--- src/rtl/rtc_pkg.sv ---
package rtc_pkg;

  typedef struct packed {
    logic [7:0] sec;
    logic [7:0] min;
    logic [7:0] hour;
    logic [7:0] wday;
    logic [7:0] date;
    logic [7:0] month;
    logic [7:0] year;
  } rtc_time_t;

  localparam int RAM_BASE = 8;
  localparam logic [2:0] CTRL_IDX = 3'd7;

  // Writable bits of each register in the low eight addresses.
  function automatic logic [7:0] rtc_wmask(logic [2:0] idx);
    case (idx)
      3'd0: return 8'hFF;
      3'd1: return 8'h7F;
      3'd2: return 8'h7F;
      3'd3: return 8'h07;
      3'd4: return 8'h3F;
      3'd5: return 8'h1F;
      3'd6: return 8'hFF;
      default: return 8'h93;
    endcase
  endfunction

  function automatic logic [7:0] bcd_inc(logic [7:0] v);
    if (v[3:0] >= 4'd9) return {v[7:4] + 4'd1, 4'd0};
    else return {v[7:4], v[3:0] + 4'd1};
  endfunction

  // Last valid date (BCD) for a BCD month and year.
  function automatic logic [7:0] days_in_month(logic [7:0] m, logic [7:0] y);
    logic [3:0] mod_sum;
    mod_sum = {y[6:4], 1'b0} + y[3:0];   // 2*tens + units, same residue mod 4
    case (m)
      8'h02: return (mod_sum[1:0] == 2'b00) ? 8'h29 : 8'h28;
      8'h04, 8'h06, 8'h09, 8'h11: return 8'h30;
      default: return 8'h31;
    endcase
  endfunction

  // One-second advance with the full carry chain.
  function automatic rtc_time_t rtc_advance(rtc_time_t t);
    rtc_time_t n;
    logic c_min, c_hr, c_day, c_mon, c_yr, pm;
    logic [7:0] tmp;
    n = t;
    c_hr = 1'b0; c_day = 1'b0; c_mon = 1'b0; c_yr = 1'b0;
    c_min = (t.sec[6:0] == 7'h59);
    tmp = bcd_inc({1'b0, t.sec[6:0]});
    n.sec = {t.sec[7], c_min ? 7'h00 : tmp[6:0]};
    if (c_min) begin
      if (t.min == 8'h59) begin n.min = 8'h00; c_hr = 1'b1; end
      else n.min = bcd_inc(t.min);
    end
    if (c_hr) begin
      if (t.hour[6]) begin
        pm = t.hour[5];
        if (t.hour[4:0] == 5'h11) begin
          tmp = 8'h12; c_day = pm; pm = ~pm;
        end else if (t.hour[4:0] == 5'h12) begin
          tmp = 8'h01;
        end else begin
          tmp = bcd_inc({3'b000, t.hour[4:0]});
        end
        n.hour = {2'b01, pm, tmp[4:0]};
      end else if (t.hour[5:0] == 6'h23) begin
        n.hour = 8'h00; c_day = 1'b1;
      end else begin
        n.hour = bcd_inc(t.hour);
      end
    end
    if (c_day) begin
      n.wday = (t.wday[2:0] == 3'd7) ? 8'h01 : t.wday + 8'h01;
      if (t.date == days_in_month(t.month, t.year)) begin
        n.date = 8'h01; c_mon = 1'b1;
      end else n.date = bcd_inc(t.date);
    end
    if (c_mon) begin
      if (t.month == 8'h12) begin n.month = 8'h01; c_yr = 1'b1; end
      else n.month = bcd_inc(t.month);
    end
    if (c_yr) n.year = (t.year == 8'h99) ? 8'h00 : bcd_inc(t.year);
    return n;
  endfunction

endpackage

--- src/rtl/rtc_prescaler.sv ---
module rtc_prescaler #(
  parameter int TICK_DIV = 4
) (
  input  logic clk,
  input  logic rst_n,
  input  logic tick_in,
  input  logic halt,
  input  logic clear,
  output logic sec_pulse
);
  localparam int CW = (TICK_DIV > 1) ? $clog2(TICK_DIV) : 1;
  localparam logic [CW-1:0] LAST = CW'(TICK_DIV - 1);

  logic [CW-1:0] cnt_q;
  logic          at_last;

  assign at_last   = (cnt_q == LAST);
  assign sec_pulse = tick_in & ~halt & ~clear & at_last;

  always_ff @(posedge clk or negedge rst_n) begin
    if (!rst_n) cnt_q <= '0;
    else if (clear) cnt_q <= '0;
    else if (tick_in && !halt) cnt_q <= at_last ? '0 : cnt_q + 1'b1;
  end
endmodule

--- src/rtl/rtc_timekeeper.sv ---
module rtc_timekeeper
  import rtc_pkg::*;
(
  input  logic       clk,
  input  logic       rst_n,
  input  logic       sec_pulse,
  input  logic       wr_time,
  input  logic [2:0] wr_idx,
  input  logic [7:0] wr_byte,
  output rtc_time_t  time_q
);
  rtc_time_t advanced;
  rtc_time_t time_d;

  assign advanced = rtc_advance(time_q);

  always_comb begin
    time_d = sec_pulse ? advanced : time_q;
    if (wr_time) begin
      case (wr_idx)
        3'd0: time_d.sec   = wr_byte;
        3'd1: time_d.min   = wr_byte;
        3'd2: time_d.hour  = wr_byte;
        3'd3: time_d.wday  = wr_byte;
        3'd4: time_d.date  = wr_byte;
        3'd5: time_d.month = wr_byte;
        3'd6: time_d.year  = wr_byte;
        default: ;
      endcase
    end
  end

  always_ff @(posedge clk or negedge rst_n) begin
    if (!rst_n) time_q <= '{sec: 8'h00, min: 8'h00, hour: 8'h00, wday: 8'h01,
                            date: 8'h01, month: 8'h01, year: 8'h00};
    else time_q <= time_d;
  end
endmodule

--- src/rtl/rtc_ram.sv ---
module rtc_ram #(
  parameter int DEPTH = 56,
  parameter int AW    = 6
) (
  input  logic          clk,
  input  logic          we,
  input  logic [AW-1:0] idx,
  input  logic [7:0]    wdata,
  output logic [7:0]    rdata
);
  logic [7:0] mem [DEPTH];

  always_ff @(posedge clk) begin
    if (we) mem[idx] <= wdata;
  end

  assign rdata = mem[idx];
endmodule

--- src/rtl/bcd_rtc_bank.sv ---
module bcd_rtc_bank
  import rtc_pkg::*;
#(
  parameter int ADDR_W   = 6,
  parameter int TICK_DIV = 4
) (
  input  logic              clk,
  input  logic              rst_n,
  input  logic              tick_in,
  input  logic [ADDR_W-1:0] addr,
  input  logic [7:0]        wdata,
  input  logic              wr_en,
  input  logic              rd_en,
  output logic [7:0]        rdata,
  output logic              out_level,
  output logic              sqw_en,
  output logic [1:0]        sqw_rate
);
  localparam int SPACE     = 1 << ADDR_W;
  localparam int RAM_DEPTH = SPACE - RAM_BASE;
  localparam int RAM_AW    = $clog2(RAM_DEPTH);

  logic              is_ram;
  logic [2:0]        reg_idx;
  logic [7:0]        wbyte;
  logic              wr_time, wr_ctrl, wr_sec, wr_ram;
  logic [RAM_AW-1:0] ram_idx;
  logic [7:0]        ram_byte;
  logic [7:0]        ctrl_q;
  logic [7:0]        rd_byte;
  logic              sec_pulse;
  rtc_time_t         time_q;

  assign is_ram  = (addr >= ADDR_W'(RAM_BASE));
  assign reg_idx = addr[2:0];
  assign wbyte   = wdata & rtc_wmask(reg_idx);
  assign wr_time = wr_en & ~is_ram & (reg_idx != CTRL_IDX);
  assign wr_ctrl = wr_en & ~is_ram & (reg_idx == CTRL_IDX);
  assign wr_sec  = wr_time & (reg_idx == 3'd0);
  assign wr_ram  = wr_en & is_ram;
  assign ram_idx = RAM_AW'(addr - ADDR_W'(RAM_BASE));

  rtc_prescaler #(.TICK_DIV(TICK_DIV)) u_presc (
    .clk(clk), .rst_n(rst_n), .tick_in(tick_in), .halt(time_q.sec[7]),
    .clear(wr_sec), .sec_pulse(sec_pulse)
  );

  rtc_timekeeper u_time (
    .clk(clk), .rst_n(rst_n), .sec_pulse(sec_pulse), .wr_time(wr_time),
    .wr_idx(reg_idx), .wr_byte(wbyte), .time_q(time_q)
  );

  rtc_ram #(.DEPTH(RAM_DEPTH), .AW(RAM_AW)) u_ram (
    .clk(clk), .we(wr_ram), .idx(ram_idx), .wdata(wdata), .rdata(ram_byte)
  );

  always_comb begin
    if (is_ram) rd_byte = ram_byte;
    else begin
      case (reg_idx)
        3'd0: rd_byte = time_q.sec;
        3'd1: rd_byte = time_q.min;
        3'd2: rd_byte = time_q.hour;
        3'd3: rd_byte = time_q.wday;
        3'd4: rd_byte = time_q.date;
        3'd5: rd_byte = time_q.month;
        3'd6: rd_byte = time_q.year;
        default: rd_byte = ctrl_q;
      endcase
    end
  end

  always_ff @(posedge clk or negedge rst_n) begin
    if (!rst_n) begin
      ctrl_q <= 8'h00;
      rdata  <= 8'h00;
    end else begin
      if (wr_ctrl) ctrl_q <= wbyte;
      if (rd_en) rdata <= rd_byte;
    end
  end

  assign out_level = ctrl_q[7];
  assign sqw_en    = ctrl_q[4];
  assign sqw_rate  = ctrl_q[1:0];
endmodule

--- config.mk ---
export PLATFORM = sky130hd
export DESIGN_NAME = bcd_rtc_bank
export DESIGN_NICKNAME = d
export VERILOG_FILES = /design/src/rtl/rtc_pkg.sv /design/src/rtl/rtc_prescaler.sv /design/src/rtl/rtc_timekeeper.sv /design/src/rtl/rtc_ram.sv /design/src/rtl/bcd_rtc_bank.sv
export SDC_FILE = /design/constraint.sdc
export NUM_CORES = 1
export LEC_CHECK = 0
export ABC_CLOCK_PERIOD_IN_PS = 6900
export CORE_UTILIZATION = 35
export DETAILED_ROUTE_END_ITERATION = 6
export PLACE_DENSITY = 0.47
export SYNTH_ARGS = -nofsm -noshare
export SYNTH_HDL_FRONTEND = slang
export SYNTH_SLANG_ARGS = --single-unit
--- constraint.sdc ---
create_clock -name clk -period 6.9 [get_ports clk]
set_input_delay 0.69 -clock clk [delete_from_list [all_inputs] [get_ports clk]]
set_output_delay 0.69 -clock clk [all_outputs]
set_load 0.05 [all_outputs]
==> results of run 1 <==
## cell type report
class	count	area, um2
clock buffers	65	1480
multi-input cells	951	6880
repair buffers	69	566
flip-flops and latches	522	15300
fillers	5886	37700
inverters	32	120
well taps	846	1060
clock inverters	43	422
## timing repair
action | CTS | global route
endpoints found under the hold margin | 8 | 0
hold buffers | 1 | 0
buffers inserted | 0 | 0
## state kept, by name, summed over array words and instances, names as in the netlist
| register | cells |
|---|---|
| u_ram.mem | 448 |
| u_time.time_q | 56 |
| ctrl_q | 8 |
| rdata | 8 |
| u_presc.cnt_q | 2 |
## stage by stage
stage | hold slack, ns | util | instances | setup slack, ns
floorplan | 0.394 | - | 1600 | 3.82
global placement | 0.465 | 0.377 | 2419 | 2.18
detailed placement | 0.468 | 0.377 | 2419 | 2.24
CTS | 0.360 | 0.407 | 2528 | 2.92
global route | 0.369 | 0.407 | 2528 | 2.77
finish | 0.349 | 0.407 | 2528 | 2.82
## cells in the mapped netlist (all sizes together), types with 6 or more instances
cell / number
clkbuf: 66
a22o: 10
nand2b: 16
ha: 37
a21oi: 66
mux4: 30
a21boi: 6
nor2: 144
o211ai: 12
a221oi: 71
a221o: 10
nand3: 34
xor2: 8
o22ai: 23
and3: 11
edfxtp: 448
nand2: 101
buf: 29
mux2i: 52
or3: 7
o21ai: 81
o221ai: 18
mux2: 47
nor2b: 11
a41oi: 8
and2: 13
inv: 31
a22oi: 28
a31oi: 9
nor3: 16
dfrtp: 71
## worst max-delay path by stage
| stage | start | to | slack (ns) | cells past startpoint |
|---|---|---|---|---|
| after detailed placement | addr[3] | u_ram.mem[27][1] | 2.24 | 8 |
| after floorplan | addr[2] | u_ram.mem[14][0] | 3.82 | 7 |
| after CTS | addr[3] | u_ram.mem[27][5] | 2.92 | 8 |
| after global routing | addr[3] | u_ram.mem[27][5] | 2.77 | 8 |
| final | addr[3] | u_ram.mem[27][5] | 2.82 | 8 |
| after global placement | addr[3] | u_ram.mem[27][1] | 2.18 | 8 |
## worst reg2reg max path: cells and delay by family (launching register included)
family	cells	cell delay, ns
AOI/OAI and AO/OA	3	1.03
adders and majority gates	1	0.14
buffers and inverters	1	0.11
DFF	1	0.45
and+or+nand+nor	4	1.43
## routing by layer
metal  up-vias  GRT usage  routed length [um]
li1       6387          -                   -
met5         -          0                   0
met3        96     0.0318                5230
met1      7747      0.333               34100
met4         0     0.0546                1560
met2       641      0.339               33600
## kinds of logic after synthesis
| kind of cell | Yosys count | share of synthesized area |
|---|---|---|
| simple gates | 385 | 0.0794 |
| mux | 129 | 0.0761 |
| flops | 522 | 0.675 |
| fa+ha+maj | 37 | 0.0204 |
| xor+xnor | 12 | 0.00464 |
| compound gates | 388 | 0.122 |
| buf+inv | 127 | 0.0223 |
## power by group through the flow
| stage | clock [uW] | combinational, uW | sequential, uW |
|---|---|---|---|
| floorplan | 0 | 414 | 3680 |
| global placement | 0 | 735 | 3700 |
| detailed placement | 0 | 741 | 3700 |
| CTS | 3140 | 744 | 3640 |
| global route | 3250 | 804 | 3650 |
| finish | 3100 | 746 | 3640 |
==> metrics.md, run 1 <==
| Metric | Value |
|---|---|
| Synth Cell Area | 22700 um2 |
| Nets | 1690 |
| Mapped Cells | 1600 |
| FF-to-FF End | u_time.time_q[10] |
| Vias in the first global route | 14557 |
| Sequential share of power | 0.486 |
| Number of max-cap violations | 0 |
| Die W | 257 um |
| Yosys top cell area share | 0.593 |
| Post-CTS sizing | 0 |
| P_sw | 1970 uW |
| Gate power share | 0.100 |
| Ys async rst share | 0.142 |
| Cell taking the most area after synthesis | edfxtp_1 |
| Clock Latency Late Sink | 0.65 ns |
| Routed Antenna Nets | 0 |
| Number of flops mapped to enable cells by yosys | 448 |
| Commonest non-fill, non-tap cells in the layout | edfxtp_1 (448), nor2_1 (142), nand2_1 (101) |
| DRC | 0 |
| # diodes | 0 |
| Core area | 63500 um2 |
| Clk_skew | 0.0533 ns |
| Startpoint types | input port |
| First-pass GRT wire length | 107000 um |
| Endpoints failing setup | 0 |
| Port bufs | 30 |
| HP Start | wdata[4] |
| Outcome | finished clean |
| DRT Pass-1 Iters | 7 |
| Yosys reg bits | 522 |
| Seq/Total Area, Yosys | 0.675 |
| Post-detail-place hpwl | 46200 um |
| Initial core utilization | 0.357 |
| Placed Area | 23900 um2 |
| Vias | 14871 |
| P per Cell Area | 290 nW/um2 |
| I/O pin count | 31 |
| Gr ovfl total | 0 |
| DR vias/cell | 5.88 |
| Worst R2R Setup Slack | 3.60 ns |
| VDD IR max | 0.000211 V |
| Reg clk slew, reported paths | 0.06 ns |
| CP Buf/Inv Count | 3 |
| Mapped Avg Cell Area | 14.2 um2 |
| Initial antenna violation count | 2 |
| Worst-case reg-to-reg path depth | 9 |
| Max-slew violations | 0 |
| R2r startpoint | u_time.time_q[12] |
| Clk network pwr share | 0.414 |
| CTS tree | built |
| CTS Sinks | 522 |
| Least-Margin Pin Slew | 1.10 ns |
| Layout cells sized above 1 | 0.144 |
| Per-cell routed wire length | 29.5 um |
| GP Congestion | 0.907 |
| Total GRT Usage | 0.223 |
| CP top delay family | simple AND/OR/NAND/NOR gates |
| Most frequent CP cell | nor2_1 |
| Synth area leaders | edfxtp_1 (59%), dfrtp_1 (7.8%), mux4_2 (3.0%) |
| Pin count of the biggest net entering global routing | 77 |
| CP Cell Sequence | clkdlybuf4s50_1, buf_4, inv_1, ha_1, xor2_1, nor2_1, nand2_1, nor2_1 |
| Switching share of total power | 0.263 |
| Crit-path slowest cell | nor2_1 |
| CP peak stage delay | 0.97 ns |
| Required @ worst endpoint | 7.17 ns |
| Fin area | 25800 um2 |
| Num CTS Buffers | 58 |
| Final hold viol count | 0 |
| Top FF cell, synth | edfxtp_1 |
| Synth-to-Final Area Change | 13.9% |
| Worst Hold End | u_ram.mem[25][4] |
| Critical path endpoint category | flop |
| Synthesized net count | 1656 |
| Max Buffers Root-to-Sink | 3 |
| RSZ-0062 raised after global routing | false |
| Final Cycle Share | 0.591 |
| Slew HR | 0.265 |
| Worst hold path depth | 1 |
| Min cycle time layout | 4.08 ns |
| Hold Path Class | input port to flop |
| Max Freq | 0.245 GHz |
| Crit Path Max Fanout | 19 |
| Kind of critical path | input port to flop |
| Drt first-iter violations | 1808 |
| Sum of negative setup slack | 0 ns |
| Die ar. | 65800 um2 |
| Die height | 257 um |
| Post-synth cell types | 80 |
| Rows | 92 |
| Static leakage | 0.00864 uW |
| WL final | 74500 um |
| Synth warnings | 0 |
| H-Tree Depth | 2 |
| Tot Pwr | 7480 uW |
| Internal power | 5510 uW |
| Most common cell after layout, fill and taps aside | edfxtp_1 |
| Root Driver | clkbuf_16 |
| CP arrival | 4.35 ns |
Note: power is estimated with default switching activity, not from simulation.
==> inputs of run 2 (changes only) <==
Settings changed: ABC_CLOCK_PERIOD_IN_PS 6900 to 4100.
Clock period 6.9 ns to 4.1 ns, I/O delays scaled along.
==> run 2 against run 1 <==
  * First-iteration DRC count fell by 10%
  * Critical path type is now flop to flop
  * Critical path depth up 1
  * Count of clock-buffer cells in the layout up 9
==> metrics.md, run 2 (synthesis results as in run 1) <==
| Metric | Value |
|---|---|
| Critical path endpoint category | flop |
| Final Cycle Share | 0.769 |
| Worst R2R Setup Slack | 0.95 ns (-2.65 ns) |
| Vias in the first global route | 14813 (+1.8%) |
| Endpoints failing setup | 0 (unchanged) |
| Die height | 257 um (unchanged) |
| Clk_skew | 0.0341 ns (-0.0192 ns) |
| Max reg flops | 448 (unchanged) |
| Vias | 14972 (+0.68%) |
| CP arrival | 3.66 ns (-0.69 ns) |
| Initial antenna violation count | 1 (-1) |
| Crit Path Max Fanout | 10 (-9) |
| Min cycle time layout | 3.15 ns |
| Gr busiest metal | met2 |
| Hold Buf Count CTS | 1 (unchanged) |
| Fin util | 0.417 (+0.0102) |
| Worst Hold End | u_ram.mem[11][6] |
| Worst hold path depth | 1 (unchanged) |
| Nets | 1779 (+5.3%) |
| Max Buffers Root-to-Sink | 3 (unchanged) |
| Kind of critical path | flop to flop |
| Die W | 257 um (unchanged) |
| GP Congestion | 0.903 (-0.46%) |
| Hold_ws | 0.259 ns (-0.0903 ns) |
| Initial core utilization | 0.357 (unchanged) |
| Clock Latency Late Sink | 0.63 ns (-0.02 ns) |
| Root Driver | clkbuf_16 |
| Met1 Use GR | 0.320 (-0.0135) |
| R2r startpoint | u_time.time_q[8] |
| P per Cell Area | 475 nW/um2 (+64%) |
| GR Util met2 | 0.338 (-0.000976) |
| Rows | 92 (unchanged) |
| Largest regs | u_ram.mem (448), u_time.time_q (56) |
| WL final | 73800 um (-0.85%) |
| H-Tree Depth | 2 (unchanged) |
| Number of max-cap violations | 0 (unchanged) |
| CTS Sinks | 522 (unchanged) |
| Reg clk slew, reported paths | 0.06 ns (about the same) |
| Slew HR | 0.276 (+0.0103) |
| HP Start | wdata[6] |
| Met3 Use GR | 0.0527 (+0.0209) |
| First-pass GRT wire length | 107000 um (-0.19%) |
| Post-CTS sizing | 0 (unchanged) |
| Total GRT Usage | 0.223 (about the same) |
| Required @ worst endpoint | 4.61 ns (-2.56 ns) |
| RSZ-0062 raised after global routing | false |
| Outcome | finished clean |
| Num CTS Buffers | 56 (-3.4%) |
| Final hold viol count | 0 (unchanged) |
| Port bufs | 30 (unchanged) |
| Synth-to-Final Area Change | 16.8% |
| Pin count of the biggest net entering global routing | 75 (-2.6%) |
| Post-CTS Setup Bufs | 0 (unchanged) |
| DRC | 0 (unchanged) |
| Gr ovfl total | 0 (unchanged) |
| Hold Path Class | input port to flop |
| Layout cells sized above 1 | 0.182 (+0.0377) |
| DRT Pass-1 Iters | 6 (-1) |
| Max Freq | 0.317 GHz |
| Per-cell routed wire length | 28.2 um (-4.2%) |
| Startpoint types | flop |
| Fin area | 26500 um2 (+2.5%) |
| Drt first-iter violations | 1623 (-10%) |
| Least-Margin Pin Slew | 1.09 ns (-0.0115 ns) |
| Most common cell after layout, fill and taps aside | edfxtp_1 |
| I/O pin count | 31 (unchanged) |
| DR vias/cell | 5.72 (-2.7%) |
| Placed insts | 2510 (+3.8%) |
| Placed Area | 24600 um2 (+2.9%) |
| FF-to-FF End | u_time.time_q[10] |
| Sum of negative setup slack | 0 ns (unchanged) |
| Commonest non-fill, non-tap cells in the layout | edfxtp_1 (448), nor2_1 (142), buf_4 (129) |
| Post-detail-place hpwl | 48400 um (+4.9%) |
| Core area | 63500 um2 (unchanged) |
| Biggest register | u_ram.mem |
| Finished Layout Cells | 2616 (+3.5%) |
| CTS tree | built |
| Routed Antenna Nets | 0 (unchanged) |
| Worst-case reg-to-reg path depth | 9 (unchanged) |
| Max-slew violations | 0 (unchanged) |
| Die ar. | 65800 um2 (unchanged) |
| Static leakage | 0.00912 uW (+5.5%) |
| VDD IR max | 0.000258 V (+22%) |
[run 2: cell count changes in the layout (fill, tap and decap cells not counted), moves of 5 or more]
| cell | previous run | this run |
|---|---|---|
| clkinvlp_4 | 8 | 0 |
| clkinv_2 | 14 | 9 |
| clkbuf_1 | 7 | 15 |
| buf_4 | 39 | 129 |
[run 2: worst max path at each step]
stage	from	endpoint	slack [ns]	cells after the start
2_1_floorplan	addr[2]	u_ram.mem[14][0]	1.30	7
3_3_place_gp	addr[1]	rdata[1]	0.47	10
3_5_place_dp	addr[1]	rdata[1]	0.50	10
4_1_cts	u_time.time_q[8]	u_time.time_q[10]	0.95	9
5_1_grt	u_time.time_q[8]	u_time.time_q[11]	0.75	9
6_report	u_time.time_q[8]	u_time.time_q[10]	0.95	9
[run 2: per-stage QoR]
step | setup WS (ns) | power (uW)
after global routing | 0.748 | 13000
after detailed placement | 0.499 | 7510
after floorplan | 1.30 | 6890
final | 0.946 | 12600
after CTS | 0.945 | 12700
after global placement | 0.474 | 7490
[run 2: worst max-delay path, stage by stage (launching register included)]
cell	delay, ns
dfstp_2	0.43
inv_1	0.12
ha_1	0.19
nor3b_1	0.49
a2bb2o_4	0.22
a21oi_2	0.05
or3_4	0.42
a2111oi_4	0.77
and3_1	0.29
nor4_2	0.05
[run 2: area by class of cell]
type / count / area, um2
repair buffers: 160 / 1260
diodes: 2 / 5.00
clock inverters: 29 / 339
flip-flops and latches: 522 / 15300
clock buffers: 74 / 1510
well taps: 846 / 1060
multi-input cells: 951 / 6880
inverters: 32 / 120
fillers: 5907 / 37100
[run 2: where the power goes]
group | total (uW) | internal, uW | switching (uW)
Combinational | 1300 | 453 | 844
Clock | 5180 | 3030 | 2150
Sequential | 6110 | 5920 | 193
Total | 12600 | 9400 | 3190
[run 2: routing by layer]
metal  up-vias  wire length (um)
li1       6564                 -
met1      7756             33500
met2       544             33000
met3       106              5540
met4         2              1730
met5         -                13
